### src/rtl/cmbrd_pkg.sv
package cmbrd_pkg;

  typedef enum logic [1:0] {
    SYM_BIT   = 2'd0,
    SYM_START = 2'd1,
    SYM_STOP  = 2'd2
  } symKind_e;

  typedef enum logic [1:0] {
    TX_SHIFT = 2'd0,
    TX_ZERO  = 2'd1,
    TX_ONE   = 2'd2
  } txSel_e;

  typedef enum logic [2:0] {
    LD_NONE  = 3'd0,
    LD_ADDRW = 3'd1,
    LD_ADDRR = 3'd2,
    LD_CMD   = 3'd3,
    LD_RX    = 3'd4
  } ldSel_e;

  // Strobes from the sequencer into the datapath
  typedef struct packed {
    logic     symGo;
    symKind_e kind;
    txSel_e   txSel;
    logic     latchCfg;
    ldSel_e   ld;
    logic     shift;
    logic     wrBuf;
    logic     incIdx;
  } ctlStrobe_t;

endpackage

### src/rtl/cmbrd_datapath.sv
module cmbrd_datapath
  import cmbrd_pkg::*;
#(
  parameter int DIV       = 4,
  parameter int MAX_BYTES = 32,
  parameter int CNT_W     = 6,
  parameter int IDX_W     = 5
) (
  input  logic             clk,
  input  logic             rstN,
  input  ctlStrobe_t       ctl,
  input  logic [7:0]       cfgAddr,
  input  logic [7:0]       cfgCmd,
  input  logic [CNT_W-1:0] cfgCount,
  input  logic             sdaIn,
  input  logic [IDX_W-1:0] rdIdx,
  output logic             sclDrvLow,
  output logic             sdaDrvLow,
  output logic             symDone,
  output logic             rxBit,
  output logic             lastBit,
  output logic             lastByte,
  output logic [7:0]       rdData
);

  localparam int DIV_W = (DIV > 1) ? $clog2(DIV) : 1;

  logic [DIV_W-1:0] divCnt;
  logic [1:0]       quarter;
  logic             symActive;
  symKind_e         kindQ;
  logic             txLowQ;
  logic             divEnd;
  logic             sclNext, sdaNext;
  logic [7:0]       addrQ, cmdQ, shiftQ;
  logic [CNT_W-1:0] cntQ, idxQ;
  logic [2:0]       bitCnt;
  logic             rxQ;
  logic [7:0]       mem [MAX_BYTES];

  assign divEnd   = (divCnt == DIV_W'(DIV - 1));
  assign symDone  = symActive && (quarter == 2'd3) && divEnd;
  assign rxBit    = rxQ;
  assign lastBit  = (bitCnt == 3'd7);
  assign lastByte = (idxQ == cntQ - CNT_W'(1));
  assign rdData   = mem[rdIdx];

  // Line levels per symbol phase; phase 0 keeps SDA as it was
  always_comb begin
    sclNext = 1'b1;
    sdaNext = sdaDrvLow;
    case (kindQ)
      SYM_BIT: begin
        sclNext = (quarter < 2'd2);
        if (quarter != 2'd0) sdaNext = txLowQ;
      end
      SYM_START: begin
        sclNext = (quarter < 2'd2);
        if (quarter == 2'd1 || quarter == 2'd2) sdaNext = 1'b0;
        if (quarter == 2'd3) sdaNext = 1'b1;
      end
      SYM_STOP: begin
        sclNext = (quarter < 2'd2);
        if (quarter == 2'd1 || quarter == 2'd2) sdaNext = 1'b1;
        if (quarter == 2'd3) sdaNext = 1'b0;
      end
      default: begin
        sclNext = 1'b0;
        sdaNext = 1'b0;
      end
    endcase
  end

  // Symbol timing engine
  always_ff @(posedge clk) begin
    if (!rstN) begin
      divCnt    <= '0;
      quarter   <= '0;
      symActive <= 1'b0;
      kindQ     <= SYM_BIT;
      txLowQ    <= 1'b0;
      rxQ       <= 1'b1;
      sclDrvLow <= 1'b0;
      sdaDrvLow <= 1'b0;
    end else begin
      if (ctl.symGo) begin
        symActive <= 1'b1;
        quarter   <= 2'd0;
        divCnt    <= '0;
        kindQ     <= ctl.kind;
        case (ctl.txSel)
          TX_SHIFT: txLowQ <= ~shiftQ[7];
          TX_ZERO:  txLowQ <= 1'b1;
          default:  txLowQ <= 1'b0;
        endcase
      end else if (symActive) begin
        if (divEnd) begin
          divCnt  <= '0;
          quarter <= quarter + 2'd1;
          if (quarter == 2'd3) symActive <= 1'b0;
        end else begin
          divCnt <= divCnt + DIV_W'(1);
        end
      end
      if (symActive && quarter == 2'd2 && divEnd) rxQ <= sdaIn;
      if (symActive) begin
        sclDrvLow <= sclNext;
        sdaDrvLow <= sdaNext;
      end
    end
  end

  // Byte shifter, bit count, buffer index
  always_ff @(posedge clk) begin
    if (!rstN) begin
      addrQ  <= '0;
      cmdQ   <= '0;
      cntQ   <= '0;
      idxQ   <= '0;
      shiftQ <= '0;
      bitCnt <= '0;
    end else begin
      if (ctl.latchCfg) begin
        addrQ <= cfgAddr;
        cmdQ  <= cfgCmd;
        cntQ  <= cfgCount;
        idxQ  <= '0;
      end
      case (ctl.ld)
        LD_ADDRW: begin shiftQ <= addrQ & 8'hFE; bitCnt <= '0; end
        LD_ADDRR: begin shiftQ <= addrQ | 8'h01; bitCnt <= '0; end
        LD_CMD:   begin shiftQ <= cmdQ;          bitCnt <= '0; end
        LD_RX:    begin shiftQ <= '0;            bitCnt <= '0; end
        default: begin
          if (ctl.shift) begin
            shiftQ <= {shiftQ[6:0], rxQ};
            bitCnt <= bitCnt + 3'd1;
          end
        end
      endcase
      if (ctl.incIdx) idxQ <= idxQ + CNT_W'(1);
    end
  end

  always_ff @(posedge clk) begin
    if (ctl.wrBuf) mem[idxQ[IDX_W-1:0]] <= {shiftQ[6:0], rxQ};
  end

  // data line moves only under a low clock outside start/stop symbols
  a_r11_sda_under_low_scl: assert property (@(posedge clk) disable iff (!rstN)
    (($past(sdaDrvLow) != sdaDrvLow) && kindQ == SYM_BIT) |-> (sclDrvLow && $past(sclDrvLow)));

  // the write index never passes the programmed count
  a_r6_idx_bound: assert property (@(posedge clk) disable iff (!rstN)
    idxQ <= cntQ);

endmodule

### src/rtl/cmbrd_control.sv
module cmbrd_control
  import cmbrd_pkg::*;
#(
  parameter int MAX_BYTES = 32,
  parameter int CNT_W     = 6
) (
  input  logic             clk,
  input  logic             rstN,
  input  logic             go,
  input  logic             cfgPecEn,
  input  logic             cfgAutoAppend,
  input  logic [CNT_W-1:0] cfgCount,
  input  logic             symDone,
  input  logic             rxBit,
  input  logic             lastBit,
  input  logic             lastByte,
  output ctlStrobe_t       ctl,
  output logic             busy,
  output logic             done,
  output logic             cfgErr,
  output logic             devErr
);

  typedef enum logic [3:0] {
    ST_IDLE, ST_START, ST_ADDRW, ST_ACKW, ST_CMD, ST_ACKC,
    ST_RSTART, ST_ADDRR, ST_ACKR, ST_RDBIT, ST_HACK, ST_STOP
  } state_e;

  state_e state;
  logic   launch;
  logic   badCfg;

  assign badCfg = cfgPecEn || cfgAutoAppend || (cfgCount == '0) ||
                  (cfgCount > CNT_W'(MAX_BYTES));
  assign busy   = (state != ST_IDLE);

  always_comb begin
    ctl       = '0;
    ctl.kind  = SYM_BIT;
    ctl.txSel = TX_ONE;
    ctl.ld    = LD_NONE;
    ctl.symGo = launch && busy;
    case (state)
      ST_IDLE:   ctl.latchCfg = go && !badCfg;
      ST_START, ST_RSTART: begin
        ctl.kind = SYM_START;
        if (symDone) ctl.ld = (state == ST_START) ? LD_ADDRW : LD_ADDRR;
      end
      ST_ADDRW, ST_CMD, ST_ADDRR: begin
        ctl.txSel = TX_SHIFT;
        ctl.shift = symDone;
      end
      ST_ACKW: if (symDone && !rxBit) ctl.ld = LD_CMD;
      ST_ACKR: if (symDone && !rxBit) ctl.ld = LD_RX;
      ST_RDBIT: begin
        ctl.shift = symDone;
        ctl.wrBuf = symDone && lastBit;
      end
      ST_HACK: begin
        ctl.txSel  = lastByte ? TX_ONE : TX_ZERO;
        ctl.incIdx = symDone;
      end
      ST_STOP:   ctl.kind = SYM_STOP;
      default: ;
    endcase
  end

  always_ff @(posedge clk) begin
    if (!rstN) begin
      state  <= ST_IDLE;
      launch <= 1'b0;
      done   <= 1'b0;
      cfgErr <= 1'b0;
      devErr <= 1'b0;
    end else if (state == ST_IDLE) begin
      if (go) begin
        devErr <= 1'b0;
        if (badCfg) begin
          cfgErr <= 1'b1;
          done   <= 1'b1;
        end else begin
          cfgErr <= 1'b0;
          done   <= 1'b0;
          state  <= ST_START;
          launch <= 1'b1;
        end
      end
    end else begin
      if (ctl.symGo) launch <= 1'b0;
      if (symDone) begin
        launch <= 1'b1;
        case (state)
          ST_START:  state <= ST_ADDRW;
          ST_ADDRW:  if (lastBit) state <= ST_ACKW;
          ST_ACKW:   if (rxBit) begin state <= ST_STOP; devErr <= 1'b1; end
                     else state <= ST_CMD;
          ST_CMD:    if (lastBit) state <= ST_ACKC;
          ST_ACKC:   if (rxBit) begin state <= ST_STOP; devErr <= 1'b1; end
                     else state <= ST_RSTART;
          ST_RSTART: state <= ST_ADDRR;
          ST_ADDRR:  if (lastBit) state <= ST_ACKR;
          ST_ACKR:   if (rxBit) begin state <= ST_STOP; devErr <= 1'b1; end
                     else state <= ST_RDBIT;
          ST_RDBIT:  if (lastBit) state <= ST_HACK;
          ST_HACK:   state <= lastByte ? ST_STOP : ST_RDBIT;
          ST_STOP: begin
            state  <= ST_IDLE;
            launch <= 1'b0;
            done   <= 1'b1;
          end
          default:   state <= ST_IDLE;
        endcase
      end
    end
  end

  // a refused start leaves the engine idle with the error flag up
  a_r8_refuse_bad_cfg: assert property (@(posedge clk) disable iff (!rstN)
    (state == ST_IDLE && go && badCfg) |=> (state == ST_IDLE && cfgErr && done));

  // a missing target acknowledge leads straight to the stop symbol
  a_r10_nak_to_stop: assert property (@(posedge clk) disable iff (!rstN)
    ((state == ST_ACKW || state == ST_ACKC || state == ST_ACKR) && symDone && rxBit)
      |=> (state == ST_STOP && devErr));

  // completion is only reported when the engine is idle
  a_r12_done_idle: assert property (@(posedge clk) disable iff (!rstN)
    done |-> (state == ST_IDLE));

endmodule

### src/rtl/i2c_combined_reader.sv
module i2c_combined_reader
  import cmbrd_pkg::*;
#(
  parameter int DIV       = 4,
  parameter int MAX_BYTES = 32,
  localparam int CNT_W    = $clog2(MAX_BYTES + 1),
  localparam int IDX_W    = (MAX_BYTES > 1) ? $clog2(MAX_BYTES) : 1
) (
  input  logic             clk,
  input  logic             rstN,
  input  logic [7:0]       cfgAddr,
  input  logic [7:0]       cfgCmd,
  input  logic [CNT_W-1:0] cfgCount,
  input  logic             cfgPecEn,
  input  logic             cfgAutoAppend,
  input  logic             go,
  input  logic             sdaIn,
  input  logic [IDX_W-1:0] rdIdx,
  output logic             sclDrvLow,
  output logic             sdaDrvLow,
  output logic             busy,
  output logic             done,
  output logic             cfgErr,
  output logic             devErr,
  output logic [7:0]       rdData
);

  ctlStrobe_t ctl;
  logic       symDone, rxBit, lastBit, lastByte;

  cmbrd_control #(
    .MAX_BYTES(MAX_BYTES),
    .CNT_W    (CNT_W)
  ) u_control (
    .clk          (clk),
    .rstN         (rstN),
    .go           (go),
    .cfgPecEn     (cfgPecEn),
    .cfgAutoAppend(cfgAutoAppend),
    .cfgCount     (cfgCount),
    .symDone      (symDone),
    .rxBit        (rxBit),
    .lastBit      (lastBit),
    .lastByte     (lastByte),
    .ctl          (ctl),
    .busy         (busy),
    .done         (done),
    .cfgErr       (cfgErr),
    .devErr       (devErr)
  );

  cmbrd_datapath #(
    .DIV      (DIV),
    .MAX_BYTES(MAX_BYTES),
    .CNT_W    (CNT_W),
    .IDX_W    (IDX_W)
  ) u_datapath (
    .clk      (clk),
    .rstN     (rstN),
    .ctl      (ctl),
    .cfgAddr  (cfgAddr),
    .cfgCmd   (cfgCmd),
    .cfgCount (cfgCount),
    .sdaIn    (sdaIn),
    .rdIdx    (rdIdx),
    .sclDrvLow(sclDrvLow),
    .sdaDrvLow(sdaDrvLow),
    .symDone  (symDone),
    .rxBit    (rxBit),
    .lastBit  (lastBit),
    .lastByte (lastByte),
    .rdData   (rdData)
  );

  // an idle engine leaves both lines released
  a_r1_idle_released: assert property (@(posedge clk) disable iff (!rstN)
    !busy |-> (!sclDrvLow && !sdaDrvLow));

endmodule

### config.mk
export PLATFORM = sky130hd
export DESIGN_NAME = i2c_combined_reader
export DESIGN_NICKNAME = d
export VERILOG_FILES = /design/src/rtl/cmbrd_pkg.sv /design/src/rtl/cmbrd_datapath.sv /design/src/rtl/cmbrd_control.sv /design/src/rtl/i2c_combined_reader.sv
export SDC_FILE = /design/constraint.sdc
export NUM_CORES = 1
export LEC_CHECK = 0
export BUFFER_PORTS_ARGS = -buffer_cell sky130_fd_sc_hd__buf_2
export CORE_MARGIN = 2
export CORE_UTILIZATION = 62
export CTS_CLUSTER_DIAMETER = 50
export DETAILED_ROUTE_END_ITERATION = 8
export GPL_ROUTABILITY_DRIVEN = 1
export PLACE_DENSITY_LB_ADDON = 0.25
export SETUP_SLACK_MARGIN = 0.1
export SLEW_MARGIN = 40
export SYNTH_ARGS = -nofsm -noshare
export SYNTH_HDL_FRONTEND = slang
export SYNTH_SLANG_ARGS = --single-unit
### constraint.sdc
create_clock -name clk -period 2.6 [get_ports clk]
set_input_delay 0.26 -clock clk [delete_from_list [all_inputs] [get_ports clk]]
set_output_delay 0.26 -clock clk [all_outputs]
set_load 0.03 [all_outputs]
==> key figures <==
Routing
  – Routed WL per cell: 23.2 um
  – TritonRoute pass-1 iters: 5
  – Drt total wl: 28900 um
  – Final ANT Viol Nets: 0
  – Routed vias/inst: 6.23
  – Drc violations: 0
  – DR vias: 7783
  – DR iter-0 viols: 785

Clocking
  – Root Driver: clkbuf_16
  – Clock transition at path regs: 0.06 ns
  – CTS buffer count: 31
  – CTS tree: yes
  – Htree depth: 1
  – Setup Fix Bufs, Post-CTS: 0
  – Bufs on Longest Clock Path: 3
  – Clock Sinks: 313
  – Clk_lat worst skew: 0.55 ns

Final layout
  – Layout area overhead: 16.1%
  – Final instance area: 15300 um2
  – Cell Count, Final, Fillers Out: 1249
  – Final Util: 0.729
  – Nets: 994
  – Antenna cells: 0
  – Share of layout cells above drive strength 1: 0.252
  – Fillers: 1257

Logic synthesis
  – Synth warn: 0
  – Cell Area, Synth: 13200 um2
  – Register bit total from synthesis: 313
  – Top cells by area, synth: edfxtp_1 58%, mux4_2 14%, dfxtp_1 8.7%, nand2_1 2.3%, nor2_1 1.8%
  – Post-Synthesis Cells: 836
  – Area share of the largest cell type after synthesis: 0.584
  – Post-synth ARST share: 0
  – Predominant post-synthesis flop cell: edfxtp_1
  – Syn nets: 880
  – Post-synthesis sequential area ratio: 0.670
  – EDFF count, synth: 256
  – Cell taking the most area after synthesis: edfxtp_1
  – Mean cell area of the mapped netlist: 15.8 um2
  – Yosys cell types: 59

Setup path
  – Crit-path leading delay family: multiplexers
  – Worst path bufs/invs: 1
  – Critical Path AT: 2.49 ns
  – CP startpoint kind: register
  – Slowest CP cell: mux4_2
  – Max stage delay on crit path: 0.54 ns
  – Crit-path cells: mux4_2, mux4_2, mux2_4, buf_6
  – Kind of critical path: reg2out
  – R2R Setup Slk: 0.31 ns
  – CP required: 2.34 ns
  – CP max FO: 1
  – CP endpoint kind: primary output
  – Most common cell on crit path: mux4_2

Place
  – Placed wire-length estimate: 18000 um
  – IO Port Bufs: 45
  – Placed insts: 1170
  – Global placement routability congestion: 0.904
  – Placed Area: 14100 um2
  – Place WS: 0.117 ns

Global route
  – Antenna violations before repair: 0
  – Vias in the first global route: 7958
  – Pin count of the biggest net entering global routing: 37
  – Gr usage total: 0.272
  – GR Overflow Total: 0
  – First-pass GRT wire length: 45700 um

STA
  – Setup TNS: -0.648 ns
  – Slew Viols, Final: 0
  – Worst-case hold slack: 0.116 ns
  – Setup violations, final: 8
  – Setup Skew: 0.0169 ns
  – Setup slack after layout: -0.152 ns
  – Fin crit share: 1.06
  – RSZ-0062 raised after global routing: true
  – Max frequency: 363 MHz
  – Final Hold Viols: 0
  – Slew @ Worst Pin: 0.704 ns
  – Worst rel slew slack: 0.530
  – Fin crit period: 2.75 ns

Floorplan
  – Total die area: 22400 um2
  – Die W: 150 um
  – IO Pins: 47
  – FP Rows: 53
  – Die Y: 150 um
  – Core outline area: 21000 um2
  – Starting Density: 0.629

Outcome
  – Status: complete, but fails checks
  – Failing checks: negative setup slack

Pwr
  – Power Total: 9.83 mW
  – P per Cell Area: 643 nW/um2
  – Worst vdd rail ir drop: 554 uV
  – P_leak: 4.57 nW

Flow run
  – Max-Cap Viols: 0

Hold path
  – Hold Crit Class: in2reg
cell usage in the layout, fill, tap and decap left out, types with 4 or more instances in the layout:
cell type and n:
o21a_1 4, dfxtp_1 56, nor3_1 9, nand2_1 79, clkinv_1 9, mux4_2 80, nor2b_1 8, o22ai_1 9
maj3_1 7, nor2_1 64, buf_6 8, xor2_1 5, clkbuf_16 31, buf_4 60, nand3b_1 4, a21oi_1 33
and2_1 8, xnor2_1 8, inv_1 16, o21ai_0 25, buf_2 36, buf_12 5, clkbuf_1 10, a221oi_1 7
mux2i_1 8, edfxtp_1 256, mux2_4 8, a21boi_0 26, nand3_1 10, dlygate4sd3_1 22, ha_1 11
report_power, final:
part | switching [mW] | total, mW | internal [mW]
combinational | 0.171 | 0.337 | 0.165
sequential | 0.0175 | 5.38 | 5.36
clock | 1.79 | 4.11 | 2.32
worst register-to-register path, delay by kind of cell (launching register included):
kind / cells / cell delay, ns
flip-flops: 1 / 0.50
AND/OR/NAND/NOR: 4 / 1.31
buffers and inverters: 1 / 0.19
AO/OA/AOI/OAI: 1 / 0.18
cell usage after synthesis, types with 3 or more instances:
cell type  count
a21boi_0      26
a21oi_1       33
a221oi_1       7
and2_1         8
buf_1         11
buf_2         13
buf_4          6
clkbuf_1      19
dfxtp_1       57
edfxtp_1     256
ha_1          11
inv_1         16
maj3_1         7
mux2_2         8
mux2i_1        8
mux4_2        80
nand2_1       79
nand2b_1       3
nand3_1       10
nand3b_1       4
nor2_1        64
nor2b_1        8
nor3_1         9
o21a_1         4
o21ai_0       25
o22ai_1        9
or3_1          3
xnor2_1        8
xor2_1         5
flip-flops by register name (all words and copies together), names as in the netlist:
| register | cells |
|---|---|
| u_datapath.kindQ | 2 |
| u_control.devErr | 1 |
| u_datapath.rxBit | 1 |
| u_datapath.addrQ | 7 |
| u_datapath.quarter | 2 |
| u_datapath.cmdQ | 8 |
| u_datapath.shiftQ | 8 |
| u_datapath.txLowQ | 1 |
| u_datapath.idxQ | 6 |
| u_datapath.symActive | 1 |
| u_control.state | 4 |
| u_control.cfgErr | 1 |
| u_datapath.bitCnt | 3 |
| u_datapath.sdaDrvLow | 1 |
| u_datapath.mem | 256 |
| u_datapath.sclDrvLow | 1 |
| u_control.launch | 1 |
| u_datapath.divCnt | 2 |
| u_datapath.cntQ | 6 |
| u_control.done | 1 |
routing by layer:
layer / wire length [um] / track usage / share of wire
met5: 0 / 0 / 0
met4: 937 / 0.0958 / 0.032
met3: 2230 / 0.0405 / 0.077
met2: 14700 / 0.463 / 0.51
met1: 11100 / 0.365 / 0.38
timing repair:
action                                  CTS  global route
gates resized for setup                  24             1
endpoints found under the setup margin    8           103
hold buffers                             22             0
pin swaps                                 0             0
endpoints found under the hold margin    22             0
layout make-up:
cell class / instances / area, um2 / share of cell area
multi-input combinational: 456 / 4080 / 0.267
clock inverter: 15 / 105 / 0.00688
tap: 275 / 344 / 0.0225
inverter: 17 / 63.8 / 0.00417
clock buffer: 42 / 827 / 0.0541
timing repair buffer: 131 / 1040 / 0.0681
sequential: 313 / 8830 / 0.578
cells by family after synthesis:
| kind of cell | after synthesis | share of synthesized area |
|---|---|---|
| mux | 96 | 0.150 |
| simple gates | 205 | 0.0723 |
| buf+inv | 67 | 0.0226 |
| xor+xnor | 13 | 0.00864 |
| compound gates | 124 | 0.0607 |
| fa+ha+maj | 18 | 0.0158 |
| flops | 313 | 0.670 |
final timing paths:
kind                          from                  end  depth (start not counted)
max          u_datapath.mem[10][1]            rdData[1]                          4
min                             go     u_control.devErr                          4
max reg2reg     u_control.state[0]    u_datapath.txLowQ                          6
min reg2reg    u_datapath.addrQ[2]  u_datapath.addrQ[2]                          2
No activity file was read; power rests on OpenSTA's default activity.
